## src/rtl/ipg_pkg.sv

```systemverilog
package ipg_pkg;

    localparam int CTRL_W = 5;

    // bit order matches the ctrl_wdata layout: run is bit 0
    typedef struct packed {
        logic autorl;
        logic act_low;
        logic gen_en;
        logic up;
        logic run;
    } ctrl_t;

endpackage

```

## src/rtl/ipg_regs.sv

```systemverilog
module ipg_regs
    import ipg_pkg::*;
#(
    parameter int WIDTH = 32
) (
    input  logic             clk,
    input  logic             rst_n,
    input  logic             load_wr,
    input  logic [WIDTH-1:0] load_wdata,
    input  logic             ctrl_wr,
    input  logic [CTRL_W-1:0] ctrl_wdata,
    input  logic             irq_clr,
    input  logic             tc_evt,
    output logic [WIDTH-1:0] load_q,
    output ctrl_t            ctrl_q,
    output logic             irq_q
);

    typedef struct packed {
        logic [WIDTH-1:0] load;
        ctrl_t            ctrl;
        logic             irq;
    } reg_st_t;

    reg_st_t st_d, st_q;

    always_comb begin
        st_d = st_q;
        if (load_wr) begin
            st_d.load = load_wdata;
        end
        if (ctrl_wr) begin
            st_d.ctrl = ctrl_t'(ctrl_wdata);
        end else if (tc_evt && !st_q.ctrl.autorl) begin
            st_d.ctrl.run = 1'b0;
        end
        if (irq_clr) begin
            st_d.irq = 1'b0;
        end
        if (tc_evt) begin
            st_d.irq = 1'b1;
        end
    end

    always_ff @(posedge clk or negedge rst_n) begin
        if (!rst_n) begin
            st_q <= '0;
        end else begin
            st_q <= st_d;
        end
    end

    assign load_q = st_q.load;
    assign ctrl_q = st_q.ctrl;
    assign irq_q  = st_q.irq;

endmodule

```

## src/rtl/ipg_core.sv

```systemverilog
module ipg_core #(
    parameter int WIDTH = 32
) (
    input  logic             clk,
    input  logic             rst_n,
    input  logic             run,
    input  logic             up,
    input  logic             autorl,
    input  logic             load_now,
    input  logic [WIDTH-1:0] load_val,
    output logic [WIDTH-1:0] cnt,
    output logic             pend,
    output logic             pulse,
    output logic             tc_evt
);

    localparam logic [WIDTH-1:0] TOP_V = {WIDTH{1'b1}};
    localparam logic [WIDTH-1:0] BOT_V = '0;

    typedef struct packed {
        logic [WIDTH-1:0] cnt;
        logic             pend;
        logic             pulse;
    } core_st_t;

    core_st_t st_d, st_q;
    logic     at_term;

    always_comb begin
        at_term = (st_q.cnt == (up ? TOP_V : BOT_V));
        tc_evt  = run && !st_q.pend && !load_now && at_term;

        st_d       = st_q;
        st_d.pulse = 1'b0;
        if (load_now) begin
            st_d.cnt  = load_val;
            st_d.pend = 1'b0;
        end else if (st_q.pend) begin
            // extra reload cycle: gives the interval its +2
            st_d.pend = 1'b0;
            if (autorl) begin
                st_d.cnt = load_val;
            end
        end else if (run) begin
            if (at_term) begin
                st_d.pend  = 1'b1;
                st_d.pulse = 1'b1;
            end else if (up) begin
                st_d.cnt = st_q.cnt + 1'b1;
            end else begin
                st_d.cnt = st_q.cnt - 1'b1;
            end
        end
    end

    always_ff @(posedge clk or negedge rst_n) begin
        if (!rst_n) begin
            st_q <= '0;
        end else begin
            st_q <= st_d;
        end
    end

    assign cnt   = st_q.cnt;
    assign pend  = st_q.pend;
    assign pulse = st_q.pulse;

endmodule

```

## src/rtl/ipg_out.sv

```systemverilog
module ipg_out (
    input  logic pulse,
    input  logic gen_en,
    input  logic act_low,
    output logic gen_out
);

    always_comb begin
        gen_out = (gen_en & pulse) ^ act_low;
    end

endmodule

```

## src/rtl/interval_pulse_gen.sv

```systemverilog
module interval_pulse_gen
    import ipg_pkg::*;
#(
    parameter int WIDTH = 32
) (
    input  logic              clk,
    input  logic              rst_n,
    input  logic              load_wr,
    input  logic [WIDTH-1:0]  load_wdata,
    input  logic              ctrl_wr,
    input  logic [CTRL_W-1:0] ctrl_wdata,
    input  logic              irq_clr,
    input  logic              load_now,
    output logic [WIDTH-1:0]  load_rdata,
    output logic [CTRL_W-1:0] ctrl_rdata,
    output logic [WIDTH-1:0]  count_rdata,
    output logic              irq,
    output logic              gen_out
);

    ctrl_t            ctrl_w;
    logic [WIDTH-1:0] load_w;
    logic             tc_w;
    logic             pend_w;
    logic             pulse_w;

    ipg_regs #(.WIDTH(WIDTH)) u_regs (
        .clk        (clk),
        .rst_n      (rst_n),
        .load_wr    (load_wr),
        .load_wdata (load_wdata),
        .ctrl_wr    (ctrl_wr),
        .ctrl_wdata (ctrl_wdata),
        .irq_clr    (irq_clr),
        .tc_evt     (tc_w),
        .load_q     (load_w),
        .ctrl_q     (ctrl_w),
        .irq_q      (irq)
    );

    ipg_core #(.WIDTH(WIDTH)) u_core (
        .clk      (clk),
        .rst_n    (rst_n),
        .run      (ctrl_w.run),
        .up       (ctrl_w.up),
        .autorl   (ctrl_w.autorl),
        .load_now (load_now),
        .load_val (load_w),
        .cnt      (count_rdata),
        .pend     (pend_w),
        .pulse    (pulse_w),
        .tc_evt   (tc_w)
    );

    ipg_out u_out (
        .pulse   (pulse_w),
        .gen_en  (ctrl_w.gen_en),
        .act_low (ctrl_w.act_low),
        .gen_out (gen_out)
    );

    assign load_rdata = load_w;
    assign ctrl_rdata = ctrl_w;

endmodule

```

## config.mk

```make
export PLATFORM = sky130hd
export DESIGN_NAME = interval_pulse_gen
export DESIGN_NICKNAME = d
export VERILOG_FILES = /design/src/rtl/ipg_pkg.sv /design/src/rtl/ipg_regs.sv /design/src/rtl/ipg_core.sv /design/src/rtl/ipg_out.sv /design/src/rtl/interval_pulse_gen.sv
export SDC_FILE = /design/constraint.sdc
export NUM_CORES = 1
export LEC_CHECK = 0
export BUFFER_PORTS_ARGS = -buffer_cell sky130_fd_sc_hd__buf_2
export CORE_UTILIZATION = 30
export DETAILED_ROUTE_END_ITERATION = 6
export PLACE_DENSITY = 0.52
export SLEW_MARGIN = 20
export SYNTH_ARGS = -nofsm -noshare
export SYNTH_HDL_FRONTEND = slang
export SYNTH_SLANG_ARGS = --single-unit
export TNS_END_PERCENT = 50
```

## constraint.sdc

```tcl
create_clock -name clk -period 3.9 [get_ports clk]
set_clock_uncertainty 0.15 [all_clocks]
set_input_delay 0.39 -clock clk [delete_from_list [all_inputs] [get_ports clk]]
set_output_delay 0.39 -clock clk [all_outputs]
set_load 0.02 [all_outputs]
```

==> results.tsv, run 1 <==
stage	metric	value	unit
min_path	worst min-delay path class	primary input to asynchronous set/reset pin	
timing	Final setup viols	0	
synth	Synth top area share	0.374	
synth	sequential-to-total area share from yosys stat	0.374	
timing	Max-slew headroom	0.340	
timing	Setup TNS	0	ns
power	peak supply drop	0.226	mV
synth	Mapped Cells	496	
layout	Util after Layout	0.374	
critical_path	CP peak stage delay	0.48	ns
critical_path	slowest stage cell, crit path	ha_1	
clock_network	CTS H-tree depth	3	
floorplan	row count	45	
synth	Post-synth EDFFs	0	
power	P_leak	0.00270	uW
critical_path	Crit path arrival time	3.47	ns
drt	Iter 0 DRT Violations	193	
critical_path	worst r2r src	u_regs.ctrl_q[1]	
timing	fmax	293	MHz
synth	mapped cell area	4750	um2
synth	Syn Nets	570	
placement	dpl hpwl	9630	um
clock_network	post_cts resized	0	
critical_path	cell family with most CP delay	compound AO/OA/AOI/OAI gates	
synth	Async SR Flop Fraction	1.00	
drt	routed len/inst	16.1	um
clock_network	CTS clk-pin slew, worst paths	0.06	ns
floorplan	IO Pins	114	
timing	Final Cycle Share	0.874	
drt	detailed-route vias per instance	5.10	
synth	yosys warns	0	
critical_path	CP Capture Type	flip-flop	
clock_network	CTS buffer count	9	
placement	dpl cell area	5430	um2
clock_network	CTS root buf	clkbuf_16	
timing	unrepaired setup endpoints after global routing	false	
floorplan	die height	128	um
timing	Final Hold Fails	0	
placement	GPL Wtd Cong	0.856	
layout	nets	665	
layout	diode count	0	
grt	antenna violations before repair	0	
critical_path	CP Launch Type	flip-flop	
drt	router iterations before antenna repair	5	
synth	Synth Flop Type	dfrtp_1	
synth	largest area contributor in the netlist	dfrtp_1	
flow_run	max cap viols	0	
layout	most common cell after layout, fill and taps aside	buf_2	
floorplan	die width	128	um
critical_path	CP Data Required Time	3.96	ns
drt	drt drc	0	
critical_path	Critical R2R Capture	u_core.cnt[31]	
timing	Worst Tran Pin Value	0.989	ns
layout	most frequent cells in the layout	buf_2 (112), dfrtp_1 (71), nor2_1 (62)	
critical_path	kind of critical path	flip-flop to flip-flop	
drt	Detailed Route WL	13000	um
clock_network	Num Clock Sinks	71	
timing	Period minus WS final	3.41	ns
floorplan	area of the core	15300	um2
clock_network	Skew-Pair Late Insertion Delay	0.34	ns
run_status	run status	finished clean	
drt	DRT antenna net count	0	
power	P per Cell Area	551	nW/um2
drt	via count of the routed design	4114	
grt	GRT Overall Usage	0.167	
grt	vias in the first global route	4105	
floorplan	Initial Util	0.310	
layout	Synth-to-Final Area Change	20.6	%
layout	Design Area, Final	5720	um2
critical_path	worst reg2reg path depth	12	
grt	first-pass GRT wire length	21200	um
grt	largest net degree at the start of global routing	72	
clock_network	Post-CTS Setup Inserts	0	
synth	Synth Area per Inst	9.57	um2
floorplan	die area	16300	um2
clock_network	CTS Hold Bufs	0	
critical_path	worst-path cell chain	inv_1 > buf_4 > ha_1 > nand3_1 > nor3_1 > nand3_1 > a2111oi_4 > o21a_1 > buf_4 > nor4_1 > o211ai_1 > nand4_1	
critical_path	Worst Path Buf+Inv	3	
clock_network	CTS tree	yes	
synth	top cells by area, synth	dfrtp_1 (37%), mux2_2 (8.3%), ha_1 (7.9%)	
timing	fin. max-slew vios	0	
placement	Port-buffer cells	113	
synth	Seq cells post-synth	71	
grt	gr ovfl total	0	
critical_path	register-to-register setup slack	0.49	ns
layout	layout cell share with drive strength beyond 1	0.307	
synth	Synth cell types	60	
clock_network	CTS Buffer Depth	2	
timing	Hold WS	0.0331	ns
critical_path	CP Max Fanout	19	
## layer usage
layer | track usage | part of all wire | vias to the layer above
met1 | 0.220 | 0.48 | 1972
li1 | - | - | 2035
met5 | 0 | 0 | -
met2 | 0.269 | 0.46 | 97
met4 | 0.0547 | 0.011 | 0
met3 | 0.0417 | 0.049 | 10
## worst register-to-register path, cell delays in order, from the launching register on
cell and delay [ns]:
dfrtp_1 0.43, inv_1 0.09, buf_4 0.22, ha_1 0.49, nand3_1 0.14, nor3_1 0.28, nand3_1 0.18, a2111oi_4 0.30
o21a_1 0.36, buf_4 0.26, nor4_1 0.07, o211ai_1 0.20, nand4_1 0.10
## worst max path at each step
stage / from / end / slack (ns) / cells past startpoint
after floorplan: u_regs.ctrl_q[1] / u_core.cnt[30] / 0.71 / 10
after global placement: u_regs.ctrl_q[1] / u_core.cnt[31] / 0.64 / 12
after detailed placement: u_regs.ctrl_q[1] / u_core.cnt[31] / 0.50 / 12
after CTS: u_regs.ctrl_q[1] / u_core.cnt[31] / 0.47 / 12
after global routing: u_regs.ctrl_q[1] / u_core.cnt[31] / 0.15 / 12
final: u_regs.ctrl_q[1] / u_core.cnt[31] / 0.49 / 12
## final cells by class
cell class                 instances  area [um2]
inverter                          10        37.5
fill                            1610        9590
clock inverter                     4        45.0
timing repair buffer             119         613
tap                              211         264
clock buffer                      12         246
sequential                        71        1780
multi-input combinational        380        2740
## power breakdown
part / total (uW) / internal [uW] / switching, uW
sequential: 956 / 845 / 111
clock: 819 / 509 / 309
combinational: 1380 / 566 / 812
## through the flow
| stage | instances | total power [uW] | setup slack [ns] |
|---|---|---|---|
| 2_1_floorplan | 496 | 1990 | 0.706 |
| 3_3_place_gp | 791 | 2340 | 0.638 |
| 3_5_place_dp | 791 | 2350 | 0.497 |
| 4_1_cts | 807 | 3200 | 0.468 |
| 5_1_grt | 807 | 3380 | 0.150 |
| 6_report | 807 | 3150 | 0.490 |
## registers in the layout, summed over array words and instances, names as in the netlist
signal,cells
u_regs.irq_q,1
u_core.pend,1
u_regs.load_q,32
u_regs.ctrl_q,5
u_core.cnt,32
## kinds of logic (layout without fill, tap and decap cells)
logic type               Yosys count  in the layout  share of synthesized area
multiplexers                      36             36                     0.0852
AO/OA/AOI/OAI                    146            146                      0.225
adder cells (fa/ha/maj)           31             31                     0.0833
flip-flops                        71             71                      0.374
buffers and inverters             45            145                     0.0480
XOR/XNOR                          25             25                     0.0461
AND/OR/NAND/NOR                  142            142                      0.138
## Yosys cell counts, drive strengths merged (6+ instances only)
cell type	number
dfrtp	71
nor2	62
a21oi	35
mux2	35
ha	30
nand2	26
a21o	24
buf	24
a221oi	20
o21ai	20
nand3	14
xnor2	14
clkbuf	11
xor2	11
and3	10
inv	10
nand4	7
a31oi	6
o21bai	6
Note: power is estimated with default switching activity, not from simulation.
==> run 2: changes to the inputs <==
==> constraint.sdc (replaced) <==
create_clock -name clk -period 3.9 [get_ports clk]
set_clock_uncertainty 0.15 [all_clocks]
set_input_delay 0.195 -clock clk [delete_from_list [all_inputs] [get_ports clk]]
set_output_delay 0.195 -clock clk [all_outputs]
set_load 0.02 [all_outputs]
==> run 2 against run 1 <==
Worst hold slack worse by 0.029 ns. Final cell count is 4.8% higher. Highest routed layer unchanged. Global-route usage is 0.33 points higher. Critical path depth stayed put. Power is 1.2% higher. Flip-flop and latch count stayed put. Clock power hardly changed. Design area is 6.8% higher. Combinational power hardly changed. Critical path type unchanged. Register-to-register slack worse by 0.04 ns. Non-clock buffer count is 39 higher.
==> results.tsv, run 2 (same netlist as run 1, synthesis figures left out) <==
stage	metric	value	unit
floorplan	area of the core	15300	um2
clock_network	CTS clk-pin slew, worst paths	0.05	ns
flow_run	max cap viols	0	
power	P_leak	0.00287	uW
timing	Max-slew headroom	0.333	
layout	most frequent cells in the layout	buf_2 (112), dfrtp_1 (71), nor2_1 (62)	
run_status	run status	finished clean	
layout	Cell Count, Final, Fillers Out	846	
grt	vias in the first global route	4209	
drt	Detailed Route WL	13300	um
timing	unrepaired setup endpoints after global routing	false	
power	Flop pwr share	0.300	
layout	Util after Layout	0.399	
power	P per Cell Area	522	nW/um2
floorplan	IO Pins	114	
grt	met1 Resource Use GR	0.222	
drt	DRT antenna net count	0	
timing	Final setup viols	0	
min_path	Hold Path Origin	ctrl_wr	
timing	fmax	290	MHz
critical_path	CP Max Fanout	19	
grt	largest net degree at the start of global routing	72	
drt	detailed-route vias per instance	5.08	
placement	dpl hpwl	9630	um
grt	antenna violations before repair	0	
drt	Iter 0 DRT Violations	206	
layout	most common cell after layout, fill and taps aside	buf_2	
placement	Cells after DPL	791	
drt	router iterations before antenna repair	5	
clock_network	Post-CTS Setup Inserts	0	
clock_network	CTS buffer count	9	
critical_path	CP Capture Type	flip-flop	
floorplan	Initial Util	0.310	
power	peak supply drop	0.226	mV
timing	final setup margin	0.452	ns
floorplan	die height	128	um
grt	GRT Overall Usage	0.171	
critical_path	CP Launch Type	flip-flop	
power	net switching power	1240	uW
critical_path	register-to-register setup slack	0.45	ns
clock_network	CTS Buffer Depth	2	
layout	Synth-to-Final Area Change	28.8	%
critical_path	worst r2r src	u_regs.ctrl_q[1]	
clock_network	CTS tree	yes	
power	clock share of power	0.258	
drt	routed len/inst	15.8	um
layout	layout cell share with drive strength beyond 1	0.288	
min_path	worst min-delay path class	primary input to flip-flop	
power	sw frac	0.390	
grt	grt met2 use	0.278	
clock_network	post_cts resized	0	
layout	diode count	0	
timing	Period minus WS final	3.45	ns
power	combinational power share	0.443	
grt	gr ovfl total	0	
placement	Port-buffer cells	113	
clock_network	Skew-Pair Late Insertion Delay	0.34	ns
timing	Final Cycle Share	0.884	
timing	Setup TNS	0	ns
clock_network	Num Clock Sinks	71	
placement	dpl cell area	5430	um2
floorplan	die area	16300	um2
drt	drt drc	0	
floorplan	row count	45	
timing	Final Hold Fails	0	
timing	Worst Tran Pin Value	1.00	ns
grt	Global Route met3 Usage	0.0417	
clock_network	CTS H-tree depth	3	
grt	first-pass GRT wire length	21700	um
critical_path	crit path from	u_regs.ctrl_q[1]	
critical_path	kind of critical path	flip-flop to flip-flop	
critical_path	Crit path arrival time	3.51	ns
placement	GPL Wtd Cong	0.856	
power	Int Power	1950	uW
timing	fin. max-slew vios	0	
layout	Design Area, Final	6110	um2
drt	via count of the routed design	4295	
placement	placement-stage worst setup slack	0.497	ns
floorplan	die width	128	um
clock_network	CTS root buf	clkbuf_16	
layout	nets	704	
critical_path	CP Data Required Time	3.96	ns
grt	gr busiest metal	met2	
==> run 2: repair_timing <==
item,4_1_cts,5_1_grt
hold buffers,39,0
endpoints found under the setup margin,0,0
hold endpoints to repair,109,0
==> run 2: worst max-delay path, cell delays in order (launching register included) <==
cell	delay, ns
dfrtp_1	0.44
inv_1	0.09
buf_4	0.23
ha_1	0.48
nand3_1	0.14
nor3_1	0.28
nand3_1	0.19
a2111oi_4	0.30
o21a_1	0.37
buf_4	0.27
nor4_1	0.07
o211ai_1	0.19
nand4_1	0.10
==> run 2: metal layers <==
layer	part of all wire	routed length, um
met1	0.48	6450
met5	0	0
met3	0.045	600
met4	0.012	157
met2	0.46	6120
==> run 2: power by group through the flow <==
stage	combinational, uW	clock (uW)	sequential (uW)
2_1_floorplan	927	0	1070
3_3_place_gp	1370	0	969
3_5_place_dp	1380	0	972
4_1_cts	1420	853	960
5_1_grt	1550	884	976
6_report	1410	822	956
==> run 2: path summary, 6_finish.rpt <==
| kind | end | cells past startpoint |
|---|---|---|
| setup / recovery | u_core.cnt[31] | 12 |
| hold / removal | u_regs.ctrl_q[0] | 2 |
| setup reg to reg | u_core.cnt[31] | 12 |
| hold reg to reg | u_core.cnt[20] | 2 |
| max in group asynchronous | u_core.cnt[1] | 2 |
| min in group asynchronous | u_regs.load_q[18] | 2 |
==> run 2: cell type report <==
class	instances	area, um2
clock buffer	12	246
sequential	71	1780
tap	211	264
timing repair buffer	158	1000
multi-input combinational	380	2740
fill	1573	9200
inverter	10	37.5
clock inverter	4	45.0
==> run 2: through the flow <==
stage | total power [uW] | hold WS, ns
finish | 3190 | 0.00405
global route | 3410 | 0.0160
global placement | 2340 | 0.239
floorplan | 1990 | -0.251
CTS | 3230 | 0.000935
detailed placement | 2350 | 0.255
==> run 3: changes to the inputs <==
==> constraint.sdc (replaced) <==
create_clock -name clk -period 3.3 [get_ports clk]
set_clock_uncertainty 0.15 [all_clocks]
set_input_delay 0.165 -clock clk [delete_from_list [all_inputs] [get_ports clk]]
set_output_delay 0.165 -clock clk [all_outputs]
set_load 0.02 [all_outputs]
==> run 3 against run 2 <==
Die area unchanged. Worst setup slack got worse by 0.24 ns. Wire length increased by 2.8%. Largest cell class unchanged. Power increased by 20%. Sequential share of layout area decreased by 0.79 points. Worst hold slack improved by 0.0099 ns. Critical endpoint is now u_regs.ctrl_q[0]. Combinational power increased by 24%. Flip-flop and latch count unchanged. Via count increased by 0.21%.
==> results.tsv, run 3 (same netlist as run 1, synthesis figures left out) <==
stage	metric	value	unit
grt	vias in the first global route	4323	
grt	largest net degree at the start of global routing	72	
timing	Period minus WS final	3.09	ns
timing	Setup TNS	0	ns
grt	first-pass GRT wire length	22200	um
critical_path	CP peak stage delay	0.55	ns
placement	dpl hpwl	9880	um
critical_path	CP Data Required Time	3.38	ns
critical_path	Critical R2R Capture	u_regs.ctrl_q[0]	
critical_path	slowest stage cell, crit path	dlygate4sd3_1	
layout	most common cell after layout, fill and taps aside	buf_2	
clock_network	CTS root buf	clkbuf_16	
timing	unrepaired setup endpoints after global routing	false	
timing	Final Hold Fails	0	
power	P_leak	0.00294	uW
drt	via count of the routed design	4304	
clock_network	CTS buffer count	9	
layout	layout cell share with drive strength beyond 1	0.308	
floorplan	area of the core	15300	um2
drt	DRT antenna net count	0	
clock_network	CTS tree	yes	
layout	Util after Layout	0.410	
clock_network	Num Clock Sinks	71	
critical_path	CP Max Fanout	33	
run_status	run status	finished clean	
clock_network	CTS clk-pin slew, worst paths	0.06	ns
critical_path	worst reg2reg path depth	10	
critical_path	worst r2r src	u_regs.ctrl_q[1]	
timing	Final setup viols	0	
critical_path	register-to-register setup slack	0.21	ns
layout	most frequent cells in the layout	buf_2 (112), dfrtp_1 (71), nor2_1 (61)	
floorplan	die height	128	um
clock_network	CTS Buffer Depth	2	
layout	Synth-to-Final Area Change	32.4	%
min_path	Hold Path Origin	ctrl_wr	
layout	nets	721	
power	peak supply drop	0.243	mV
timing	fmax	324	MHz
timing	Final Cycle Share	0.936	
layout	Design Area, Final	6280	um2
grt	gr ovfl total	0	
drt	router iterations before antenna repair	4	
floorplan	row count	45	
placement	dpl cell area	5540	um2
flow_run	max cap viols	0	
min_path	worst min-delay path class	primary input to flip-flop	
floorplan	die width	128	um
critical_path	crit path from	u_regs.ctrl_q[1]	
critical_path	Worst path most repeated cell	o21ai_0	
drt	Detailed Route WL	13700	um
timing	Worst Tran Pin Value	0.941	ns
drt	Iter 0 DRT Violations	217	
critical_path	Worst Setup EP	u_regs.ctrl_q[0]	
critical_path	kind of critical path	flip-flop to flip-flop	
timing	fin. max-slew vios	0	
timing	Max-slew headroom	0.372	
layout	diode count	0	
placement	Port-buffer cells	113	
clock_network	CTS H-tree depth	3	
clock_network	Skew-Pair Late Insertion Delay	0.34	ns
floorplan	die area	16300	um2
drt	routed len/inst	15.9	um
critical_path	CP Capture Type	flip-flop	
grt	GRT Overall Usage	0.176	
grt	antenna violations before repair	0	
drt	detailed-route vias per instance	5.00	
floorplan	Initial Util	0.310	
critical_path	worst-path cell chain	inv_1 > buf_12 > ha_1 > and3_1 > nand3_1 > a2111oi_4 > nand2_2 > o21ai_0 > o21ai_0 > dlygate4sd3_1	
placement	GPL Wtd Cong	0.853	
power	P per Cell Area	610	nW/um2
floorplan	IO Pins	114	
drt	drt drc	0	
critical_path	Crit path arrival time	3.16	ns
critical_path	CP Launch Type	flip-flop	
[run 3: cell types whose count changed in the layout (fill, tap and decap cells not counted), moves of 2 or more]
| cell | change |
|---|---|
| ha_2 | +2 |
| dlygate4sd3_1 | +4 |
| buf_4 | +12 |
| ha_1 | -3 |
| clkinv_2 | -3 |
[run 3: worst min path at each step]
| stage | endpoint | slack [ns] | cells after the start |
|---|---|---|---|
| detailed placement | u_regs.load_q[18] | 0.23 | 1 |
| finish | u_regs.ctrl_q[4] | 0.01 | 2 |
| global placement | u_regs.irq_q | 0.21 | 2 |
| CTS | u_regs.ctrl_q[4] | 0.0001 | 2 |
| floorplan | u_core.cnt[0] | -0.28 | 0 |
| global route | u_regs.ctrl_q[2] | 0.03 | 2 |
[run 3: repair_timing]
item	in CTS	in global routing
resized for setup	0	8
setup buffers	0	1
hold buffers	43	0
setup endpoints to repair	0	2
endpoints found under the hold margin	109	0
[run 3: power by group]
group | total [uW] | internal [uW] | switching (uW)
Clock | 954 | 598 | 355
Sequential | 1130 | 999 | 128
Combinational | 1750 | 754 | 1000
Total | 3830 | 2350 | 1480
[run 3: cell type report]
class,count,area [um2]
fill,1608,9030
timing repair buffer,175,1150
clock inverter,1,30.0
inverter,10,37.5
sequential,71,1780
multi-input combinational,380,2770
tap,211,264
clock buffer,13,250
[run 3: per-stage QoR]
stage	power (uW)	setup WS [ns]	hold slack [ns]	instances
2_1_floorplan	2360	0.106	-0.281	496
3_3_place_gp	2830	0.173	0.210	803
3_5_place_dp	2840	0.203	0.227	803
4_1_cts	3860	0.0279	0.000111	860
5_1_grt	4110	0.00384	0.0258	861
6_report	3830	0.212	0.0139	861
[run 3: routing by layer]
metal | vias up | global-route usage | part of all wire
met4 | 0 | 0.0526 | 0.011
met2 | 90 | 0.295 | 0.47
li1 | 2131 | - | -
met1 | 2073 | 0.227 | 0.48
met3 | 10 | 0.0384 | 0.038
met5 | - | 0 | 0
[run 3: worst max-delay path, delay by kind of cell (launching register included)]
kind / cells / cell delay, ns
and+or+nand+nor: 3 / 0.56
DFF: 1 / 0.34
adders and majority gates: 1 / 0.42
buffers and inverters: 3 / 0.80
AOI/OAI and AO/OA: 3 / 0.69
